`config.mk`:
```
export PLATFORM = sky130hd
export DESIGN_NAME = cmpTimer16
export DESIGN_NICKNAME = d
export VERILOG_FILES = /design/src/rtl/cmpTimerPkg.sv /design/src/rtl/cmpTimerCtrl.sv /design/src/rtl/cmpTimerDatapath.sv /design/src/rtl/cmpTimer16.sv
export SDC_FILE = /design/constraint.sdc
export NUM_CORES = 1
export LEC_CHECK = 0
export BUFFER_PORTS_ARGS = -buffer_cell sky130_fd_sc_hd__buf_4
export CORE_ASPECT_RATIO = 2
export CORE_MARGIN = 2
export CORE_UTILIZATION = 35
export CTS_CLUSTER_SIZE = 8
export DETAILED_ROUTE_END_ITERATION = 8
export PLACE_DENSITY_LB_ADDON = 0.12
export REMOVE_ABC_BUFFERS = 1
export SLEW_MARGIN = 5
export SYNTH_ARGS = -nofsm -noshare
export SYNTH_HDL_FRONTEND = slang
export SYNTH_SLANG_ARGS = --single-unit
```
`constraint.sdc`:
```
create_clock -name clk -period 1.7 [get_ports clk]
set_input_delay 0.085 -clock clk [delete_from_list [all_inputs] [get_ports clk]]
set_output_delay 0.085 -clock clk [all_outputs]
set_load 0.03 [all_outputs]
```
`src/rtl/cmpTimerPkg.sv`:
```
package cmpTimerPkg;
  localparam int BYTE_W = 8;
  localparam int WORD_W = 2 * BYTE_W;
  localparam int NUM_CH = 2;
  localparam int ADDR_W = 3;
  localparam int NUM_WORDS = NUM_CH + 1;
  localparam int SEL_W = $clog2(NUM_WORDS);

  typedef enum logic [ADDR_W-1:0] {
    ADR_CNT_LO = 3'd0,
    ADR_CNT_HI = 3'd1,
    ADR_A_LO   = 3'd2,
    ADR_A_HI   = 3'd3,
    ADR_B_LO   = 3'd4,
    ADR_B_HI   = 3'd5,
    ADR_FLAGS  = 3'd6,
    ADR_IEN    = 3'd7
  } regAddr_e;

  typedef enum logic [2:0] {
    RD_IDLE,
    RD_LOW,
    RD_TEMP,
    RD_FLAGS,
    RD_IEN
  } rdKind_e;

  typedef struct packed {
    logic              tempFromBus;
    logic              tempFromReg;
    logic [SEL_W-1:0]  wordSel;
    logic              cntLoad;
    logic [NUM_CH-1:0] cmpLoad;
    logic              flagClr;
    logic              ienLoad;
    rdKind_e           rdKind;
  } strobes_t;
endpackage

```
`src/rtl/cmpTimerCtrl.sv`:
```
module cmpTimerCtrl
  import cmpTimerPkg::*;
(
  input  logic              busWr,
  input  logic              busRd,
  input  logic [ADDR_W-1:0] busAddr,
  output strobes_t          st
);
  regAddr_e addr;
  assign addr = regAddr_e'(busAddr);

  always_comb begin
    st = '0;
    st.rdKind = RD_IDLE;
    st.wordSel = busAddr[ADDR_W-1:1];
    if (busWr) begin
      unique case (addr)
        ADR_CNT_HI, ADR_A_HI, ADR_B_HI: st.tempFromBus = 1'b1;
        ADR_CNT_LO: st.cntLoad = 1'b1;
        ADR_A_LO:   st.cmpLoad[0] = 1'b1;
        ADR_B_LO:   st.cmpLoad[1] = 1'b1;
        ADR_FLAGS:  st.flagClr = 1'b1;
        ADR_IEN:    st.ienLoad = 1'b1;
        default: ;
      endcase
    end
    if (busRd) begin
      unique case (addr)
        ADR_CNT_LO, ADR_A_LO, ADR_B_LO: begin
          st.tempFromReg = 1'b1;
          st.rdKind = RD_LOW;
        end
        ADR_CNT_HI, ADR_A_HI, ADR_B_HI: st.rdKind = RD_TEMP;
        ADR_FLAGS: st.rdKind = RD_FLAGS;
        ADR_IEN:   st.rdKind = RD_IEN;
        default: ;
      endcase
    end
  end
endmodule

```
`src/rtl/cmpTimerDatapath.sv`:
```
module cmpTimerDatapath
  import cmpTimerPkg::*;
(
  input  logic              clk,
  input  logic              rstN,
  input  logic              tick,
  input  logic [BYTE_W-1:0] busWdata,
  input  strobes_t          st,
  output logic [BYTE_W-1:0] busRdata,
  output logic [NUM_CH-1:0] waveQ,
  output logic [NUM_CH-1:0] irqOut,
  output logic [WORD_W-1:0] cntQ,
  output logic [BYTE_W-1:0] tempQ,
  output logic              blockQ,
  output logic [NUM_CH-1:0] flagQ
);
  logic [WORD_W-1:0] cmpQ [NUM_CH];
  logic [NUM_CH-1:0] ienQ;
  logic [WORD_W-1:0] selWord;
  logic              compareEn;
  logic [WORD_W-1:0] loadWord;

  assign loadWord  = {tempQ, busWdata};
  assign compareEn = tick && !st.cntLoad && !blockQ;

  always_comb begin
    selWord = cntQ;
    for (int i = 0; i < NUM_CH; i++)
      if (int'(st.wordSel) == i + 1) selWord = cmpQ[i];
  end

  always_ff @(posedge clk or negedge rstN) begin
    if (!rstN) begin
      cntQ   <= '0;
      blockQ <= 1'b0;
    end else begin
      if (st.cntLoad) cntQ <= loadWord;
      else if (tick)  cntQ <= cntQ + WORD_W'(1);
      if (st.cntLoad) blockQ <= 1'b1;
      else if (tick)  blockQ <= 1'b0;
    end
  end

  always_ff @(posedge clk or negedge rstN) begin
    if (!rstN)                tempQ <= '0;
    else if (st.tempFromBus)  tempQ <= busWdata;
    else if (st.tempFromReg)  tempQ <= selWord[WORD_W-1:BYTE_W];
  end

  always_ff @(posedge clk or negedge rstN) begin
    if (!rstN)           ienQ <= '0;
    else if (st.ienLoad) ienQ <= busWdata[NUM_CH-1:0];
  end

  for (genvar ch = 0; ch < NUM_CH; ch++) begin : g_chan
    logic hit;
    assign hit = compareEn && (cntQ == cmpQ[ch]);

    always_ff @(posedge clk or negedge rstN) begin
      if (!rstN) begin
        cmpQ[ch]  <= '0;
        flagQ[ch] <= 1'b0;
        waveQ[ch] <= 1'b0;
      end else begin
        if (st.cmpLoad[ch]) cmpQ[ch] <= loadWord;
        if (hit)                                flagQ[ch] <= 1'b1;
        else if (st.flagClr && busWdata[ch])    flagQ[ch] <= 1'b0;
        if (hit) waveQ[ch] <= !waveQ[ch];
      end
    end
    assign irqOut[ch] = flagQ[ch] && ienQ[ch];
  end

  always_comb begin
    busRdata = '0;
    unique case (st.rdKind)
      RD_LOW:   busRdata = selWord[BYTE_W-1:0];
      RD_TEMP:  busRdata = tempQ;
      RD_FLAGS: busRdata[NUM_CH-1:0] = flagQ;
      RD_IEN:   busRdata[NUM_CH-1:0] = ienQ;
      default:  busRdata = '0;
    endcase
  end
endmodule

```
`src/rtl/cmpTimer16.sv`:
```
module cmpTimer16
  import cmpTimerPkg::*;
(
  input  logic              clk,
  input  logic              rstN,
  input  logic              timerTick,
  input  logic [ADDR_W-1:0] busAddr,
  input  logic              busWr,
  input  logic              busRd,
  input  logic [BYTE_W-1:0] busWdata,
  output logic [BYTE_W-1:0] busRdata,
  output logic              waveA,
  output logic              waveB,
  output logic              irqA,
  output logic              irqB
);
  strobes_t          st;
  logic [NUM_CH-1:0] waveQ;
  logic [NUM_CH-1:0] irqOut;
  logic [WORD_W-1:0] cntQ;
  logic [BYTE_W-1:0] tempQ;
  logic              blockQ;
  logic [NUM_CH-1:0] flagQ;

  cmpTimerCtrl u_ctrl (
    .busWr   (busWr),
    .busRd   (busRd),
    .busAddr (busAddr),
    .st      (st)
  );

  cmpTimerDatapath u_dp (
    .clk      (clk),
    .rstN     (rstN),
    .tick     (timerTick),
    .busWdata (busWdata),
    .st       (st),
    .busRdata (busRdata),
    .waveQ    (waveQ),
    .irqOut   (irqOut),
    .cntQ     (cntQ),
    .tempQ    (tempQ),
    .blockQ   (blockQ),
    .flagQ    (flagQ)
  );

  assign waveA = waveQ[0];
  assign waveB = waveQ[1];
  assign irqA  = irqOut[0];
  assign irqB  = irqOut[1];
endmodule

```
Word level (Yosys, flattened, before mapping)
Cells that the tools add are included. Widths: inputs -> output; s select.

Register bits: 63. Bits of input ports: 16.

Add/subtract/negate cells: 1. Eq/ne operators: 15. Muxes and demuxes: 26. Reductions and logical operators: 19.

Operator list (number): $mux 16 (4); $eq 16x16->1 (2); $add 16x1->16 const B (1); $mux 8 (2); $eq 3x3->1 const B (5); $mux 1 (15); $eq 3x2->1 const B (4); $pmux 3 s4 (1); $pmux 6 s2 (1); $logic_and 1x1->1 (8); $pmux 2 s4 (1); $reduce_bool 2->1 (4); $eq 3x1->1 const B (2); $reduce_or 3->1 (2); $mux 5 (1); $eq 2x2->1 const B (2); $logic_not 1->1 (4); $logic_not 3->1 (1); $mux 3 (1).

Logic depth before layout (Yosys ltp)
Word-level depth: 8. Gate-level depth with buffers: 7. Mapped depth without buffers: 5.

By module
A second synthesis with hierarchy kept.

Cells, all modules: 389. Area, all modules: 3839.9 um^2.

Modules (own cells, without submodules): cmpTimerDatapath (instances 1, cells each 371, area each 3726.1 um^2, seq. area each 1576.5 um^2); cmpTimerCtrl (instances 1, cells each 18, area each 113.9 um^2, seq. area each 0.0 um^2).

Least setup slack after synthesis
Ideal clock, no wire load.

Path kind: input-to-output. Start point: input busAddr[1]. End point: output busRdata[2]. Data arrival time: 1.334 ns. Data required time: 1.615 ns. Slack: 0.281 ns. Stages: 6. Path buffers: 2. Path through: buf_2 > clkbuf_1 > a211oi_1 > a211oi_1 > a21oi_1 > nor2_1.

Longest elaborated chain between the ends: 6. Elaborated cells on any way between the ends: 19. Those cells by class: 11 x eq/ne; 5 x mux; 3 x reduce/logical.

Ends and longest elaborated chain: start: declaration (line cmpTimer16.sv:7) `input logic [ADDR_W-1:0] busAddr,`; $eq 3x1->1, or another cell as far along (line cmpTimerCtrl.sv:28) `unique case (addr)`; $reduce_or 3->1 (line cmpTimerCtrl.sv:28); $pmux 3 s4 (line cmpTimerCtrl.sv:28); $mux 3 (line cmpTimerCtrl.sv:27) `if (busRd) begin`; $eq 3x2->1 or $eq 3x1->1 (tied branches) (line cmpTimerDatapath.sv:76) `unique case (st.rdKind)`; $pmux 6 s2 (*) (line cmpTimerDatapath.sv:76); end: declaration (line cmpTimer16.sv:11) `output logic [BYTE_W-1:0] busRdata,`.

Every way passes the cells marked *; elsewhere a longest branch is shown, timed or not.

Worst setup path after layout
Start point: register u_dp.cmpQ[16] (netlist bit). End point: output busRdata[0].

Longest elaborated chain between the ends: 3.

Ends and longest elaborated chain: start: declaration (line cmpTimerDatapath.sv:17) `logic [WORD_W-1:0] cmpQ [NUM_CH];`; start signal: indexed assignment (line cmpTimerDatapath.sv:65) `if (st.cmpLoad[ch]) cmpQ[ch] <= loadWord;`; $mux 16 (2 in series) (line cmpTimerDatapath.sv:29) `if (int'(st.wordSel) == i + 1) selWord = cmpQ[i];`; $pmux 2 s4 (line cmpTimerDatapath.sv:76).

Every way passes these cells.

==> run summary <==
SYNTHESIS
--------------------------------------------------------------------------------------
Most frequent cell after synthesis                                        sky130_fd_sc_hd__dfrtp_1
Post-synthesis area per instance                                             10.5 um^2
Leading cell types by count after synthesis                               sky130_fd_sc_hd__dfrtp_1, sky130_fd_sc_hd__mux2_2, sky130_fd_sc_hd__a211oi_1, sky130_fd_sc_hd__nand2_1, sky130_fd_sc_hd__xor2_1
Count of unique library cells instantiated by Yosys                                 35
Yosys synthesis warning count                                                        0
Post-synth top area share                                                        0.420
Async set or reset register ratio after synthesis                                 1.00
Mapped Area                                                               0.00375 mm^2
Most area-consuming cells after synthesis                                 sky130_fd_sc_hd__dfrtp_1, sky130_fd_sc_hd__mux2_2, sky130_fd_sc_hd__xor2_1, sky130_fd_sc_hd__a211oi_1, sky130_fd_sc_hd__xnor2_1
Seq cells post-synth                                                                63
Number of enable-type register cells in the synthesized netlist                      0
Prevailing post-synth register cell                                       sky130_fd_sc_hd__dfrtp_1
Proportion of synthesized chip area in sequential cells                          0.420
Post-synthesis cell type with the largest combined area                   sky130_fd_sc_hd__dfrtp_1
Number of cells produced by synthesis                                              358

HOLD PATH
--------------------------------------------------------------------------------------
Worst Hold Endpoint                                                       u_dp.cntQ[0]
Type of the worst min-delay path                                          input port to flop
Startpoint of the lowest-slack hold path                                   busWdata[0]
Cell depth of the worst min-delay path                                               3

CRITICAL PATH
--------------------------------------------------------------------------------------
Worst Path Class, Setup                                                   flop to output port
Launching point of the worst reg2reg path                                 u_dp.cntQ[2]
Arrival time at the worst endpoint                                             1.60 ns
Flop-to-flop setup slack                                                       0.07 ns
Required time at the worst-slack endpoint                                      1.62 ns
Worst path depth                                                                     3
CP endpoint kind                                                           output port
Endpoint of the lowest-slack register-to-register path                    u_dp.waveQ[0]
Crit path max-delay family                                                multiplexers
Sum of buffers and inverters on the critical path                                    1
Register-to-Register Path Depth                                                      6
Critical path launch point type                                                   flop
CP cell instances                                                         mux4_2, o211a_1, buf_4
Slowest-stage cell, CP                                                    sky130_fd_sc_hd__mux4_2
Critical path peak fanout                                                            3
Worst stage delay on the critical path                                         0.47 ns

CLOCK TREE
--------------------------------------------------------------------------------------
TritonCTS clock tree                                                               yes
Clock slew at the register clock pins of the worst setup and hold paths        0.06 ns
Total clock buffers created by CTS                                                   9
Number of buffers on the longest clock path                                          2
Count of H-tree levels built during CTS                                              3
Worst-skew pair later-pin latency                                              0.33 ns
Root buf cell                                                             sky130_fd_sc_hd__clkbuf_16
Clock tree sinks                                                                    63

DETAILED ROUTING
--------------------------------------------------------------------------------------
Number of nets with antenna violations after routing                                 0
Post-detailed-route DRC marker count                                                 0
Post-detailed-route via-to-cell ratio                                             5.43
Routed via count                                                                  2995
First-pass iteration count of the detailed router                                    4
Starting DRT DRC Count                                                             132
Wire per inst                                                                  21.5 um
Wirelength, routed                                                             11.8 mm

PWR
--------------------------------------------------------------------------------------
Static power due to leakage                                                    2.02 nW
Worst ir drop on vdd                                                            594 uV
P per Cell Area                                                           1420 mW/mm^2
Total chip power                                                             0.00673 W

GLOBAL ROUTING
--------------------------------------------------------------------------------------
GRT Residual Overflow                                                                0
Number of antenna violations at the first check in global routing                    0
Vias in the first global route                                                    3124
Met1 Resource Use GR                                                             0.230
Met3 capacity usage during global routing                                       0.0396
Global-route wire length before repair                                         18.1 mm
Maximum number of pins on one net before global-route repair                        41
Busiest grt layer                                                                 met2
Global-route met2 utilization                                                    0.400
Overall Global Routing Usage                                                     0.213

FLOORPLANNING
--------------------------------------------------------------------------------------
Cell row count                                                                      53
Total die area                                                             0.0116 mm^2
Initial cell density of the core                                                 0.358
Die X-Extent                                                                   77.2 um
Die span in y                                                                   150 um
Core Footprint                                                             0.0105 mm^2
Number of top-level design ports                                                    28

STA
--------------------------------------------------------------------------------------
Final-layout setup total negative slack                                           0 ns
Clk_skew                                                                    0.00632 ns
Setup violation total in the final timing report                                     0
Final clock period utilization by the worst path                                 0.989
Upper clock frequency limit                                                  0.594 GHz
Slew at the pin with the worst max-slew slack                                 0.622 ns
Final min period                                                               1.68 ns
Final count of pins violating max slew                                               0
Worst slew margin relative to its limit                                          0.585
Setup repair after global routing missed its margin                                yes
Total count of hold-check failures in the final report                               0

PLACED DESIGN
--------------------------------------------------------------------------------------
Weighted congestion at the end of routability-driven global placement            0.888
Port Buffers                                                                        27
DPL Wire Length                                                                8.49 mm
Placement Cell Area                                                       0.00416 mm^2

FINISH
--------------------------------------------------------------------------------------
Final nets                                                                         427
Ratio of cells with drive above 1 in the final layout                            0.349
Layout Area Growth over Synthesis                                                26.5%
Layout Cell Area excl Fill                                                0.00475 mm^2
Number of diodes                                                                     0

RUN
--------------------------------------------------------------------------------------
Max-cap violation count                                                              0

RUN STATUS
--------------------------------------------------------------------------------------
Run status                                                                   completed

==> where the power goes <==
group / switching (W) / internal, W / leakage [nW]
registers: 0.000489 / 0.00192 / 0.774
logic: 0.00111 / 0.00116 / 1.09
clock network: 0.000677 / 0.00136 / 0.160
==> worst reg2reg max path: stages (launching register included) <==
cell and delay (ns):
sky130_fd_sc_hd__dfrtp_2 0.46, sky130_fd_sc_hd__buf_4 0.16, sky130_fd_sc_hd__xnor2_1 0.26, sky130_fd_sc_hd__nand4_1 0.15, sky130_fd_sc_hd__nor2_1 0.16, sky130_fd_sc_hd__nand4_1 0.17
sky130_fd_sc_hd__xnor2_1 0.16
==> flip-flops by register name (all words and copies together) (netlist names) <==
name         flops
u_dp.cmpQ       32
u_dp.waveQ       2
u_dp.flagQ       2
u_dp.cntQ       16
u_dp.tempQ       8
u_dp.blockQ      1
u_dp.ienQ        2
==> metrics by stage <==
step | setup slack, ns | utilization | hold slack (ns) | std cells
after floorplan | 0.261 | - | -0.211 | 324
after global placement | 0.0176 | 0.397 | 0.117 | 513
after detailed placement | 0.0249 | 0.397 | 0.121 | 513
after CTS | 0.00137 | 0.440 | 0.0117 | 543
after global routing | -0.0533 | 0.453 | 0.0263 | 552
final | 0.0179 | 0.453 | 0.0221 | 552
==> worst max path at each step <==
stage | slack, ns | startpoint | end
final | 0.02 | u_dp.cmpQ[16] | busRdata[0]
after global routing | -0.05 | u_dp.cntQ[2] | busRdata[2]
after CTS | 0.001 | u_dp.cntQ[2] | busRdata[2]
after detailed placement | 0.02 | busAddr[2] | u_dp.tempQ[4]
after global placement | 0.02 | busAddr[2] | u_dp.tempQ[5]
after floorplan | 0.26 | u_dp.cntQ[5] | u_dp.cntQ[15]
==> area by class of cell <==
class / count / area [um^2]
fillers: 1084 / 5730
clock buffers: 13 / 260
inverters: 1 / 3.75
flip-flops and latches: 63 / 1590
clock inverters: 3 / 65.1
multi-input cells: 260 / 2050
repair buffers: 75 / 611
well taps: 137 / 171
==> layer usage <==
layer  vias up  share of wire
met1      1516           0.37
met3        21          0.042
met2        82           0.56
met5         -              0
li1       1376              -
met4         0          0.035
==> cell families after synthesis <==
kind of cell | after synthesis | synth area share
buffers and inverters | 35 | 0.0493
AO/OA/AOI/OAI | 61 | 0.113
AND/OR/NAND/NOR | 98 | 0.146
flip-flops | 63 | 0.420
multiplexers | 51 | 0.154
adder cells (fa/ha/maj) | 1 | 0.00333
XOR/XNOR | 49 | 0.114
==> placed cells by master, fill, tap and decap left out, types with 3 or more instances in the layout <==
cell                            count
sky130_fd_sc_hd__a221o_1            8
sky130_fd_sc_hd__nand2_1           28
sky130_fd_sc_hd__xor2_1            25
sky130_fd_sc_hd__dfrtp_1           56
sky130_fd_sc_hd__buf_4             65
sky130_fd_sc_hd__xnor2_1           24
sky130_fd_sc_hd__mux2_2            34
sky130_fd_sc_hd__nor3_2             3
sky130_fd_sc_hd__dfrtp_2            7
sky130_fd_sc_hd__a21oi_1            8
sky130_fd_sc_hd__a211oi_2           8
sky130_fd_sc_hd__nor2b_1           12
sky130_fd_sc_hd__and3_1             6
sky130_fd_sc_hd__nor4_1             4
sky130_fd_sc_hd__clkbuf_16          9
sky130_fd_sc_hd__nand3_1            5
sky130_fd_sc_hd__mux2i_1           15
sky130_fd_sc_hd__nor2_1            13
sky130_fd_sc_hd__o21ai_0           15
sky130_fd_sc_hd__nand4_1           14
sky130_fd_sc_hd__a211oi_1          20
sky130_fd_sc_hd__dlygate4sd3_1      6
==> timing repair <==
| item | CTS | global route |
|---|---|---|
| endpoints found under the hold margin | 42 | 0 |
| gates cloned | 0 | 0 |
| pin swaps | 4 | 6 |
| endpoints found under the setup margin | 4 | 11 |
| gates resized for setup | 3 | 19 |
| setup buffers | 9 | 9 |
| hold buffers | 6 | 0 |
Note: power is estimated with default switching activity, not from simulation.
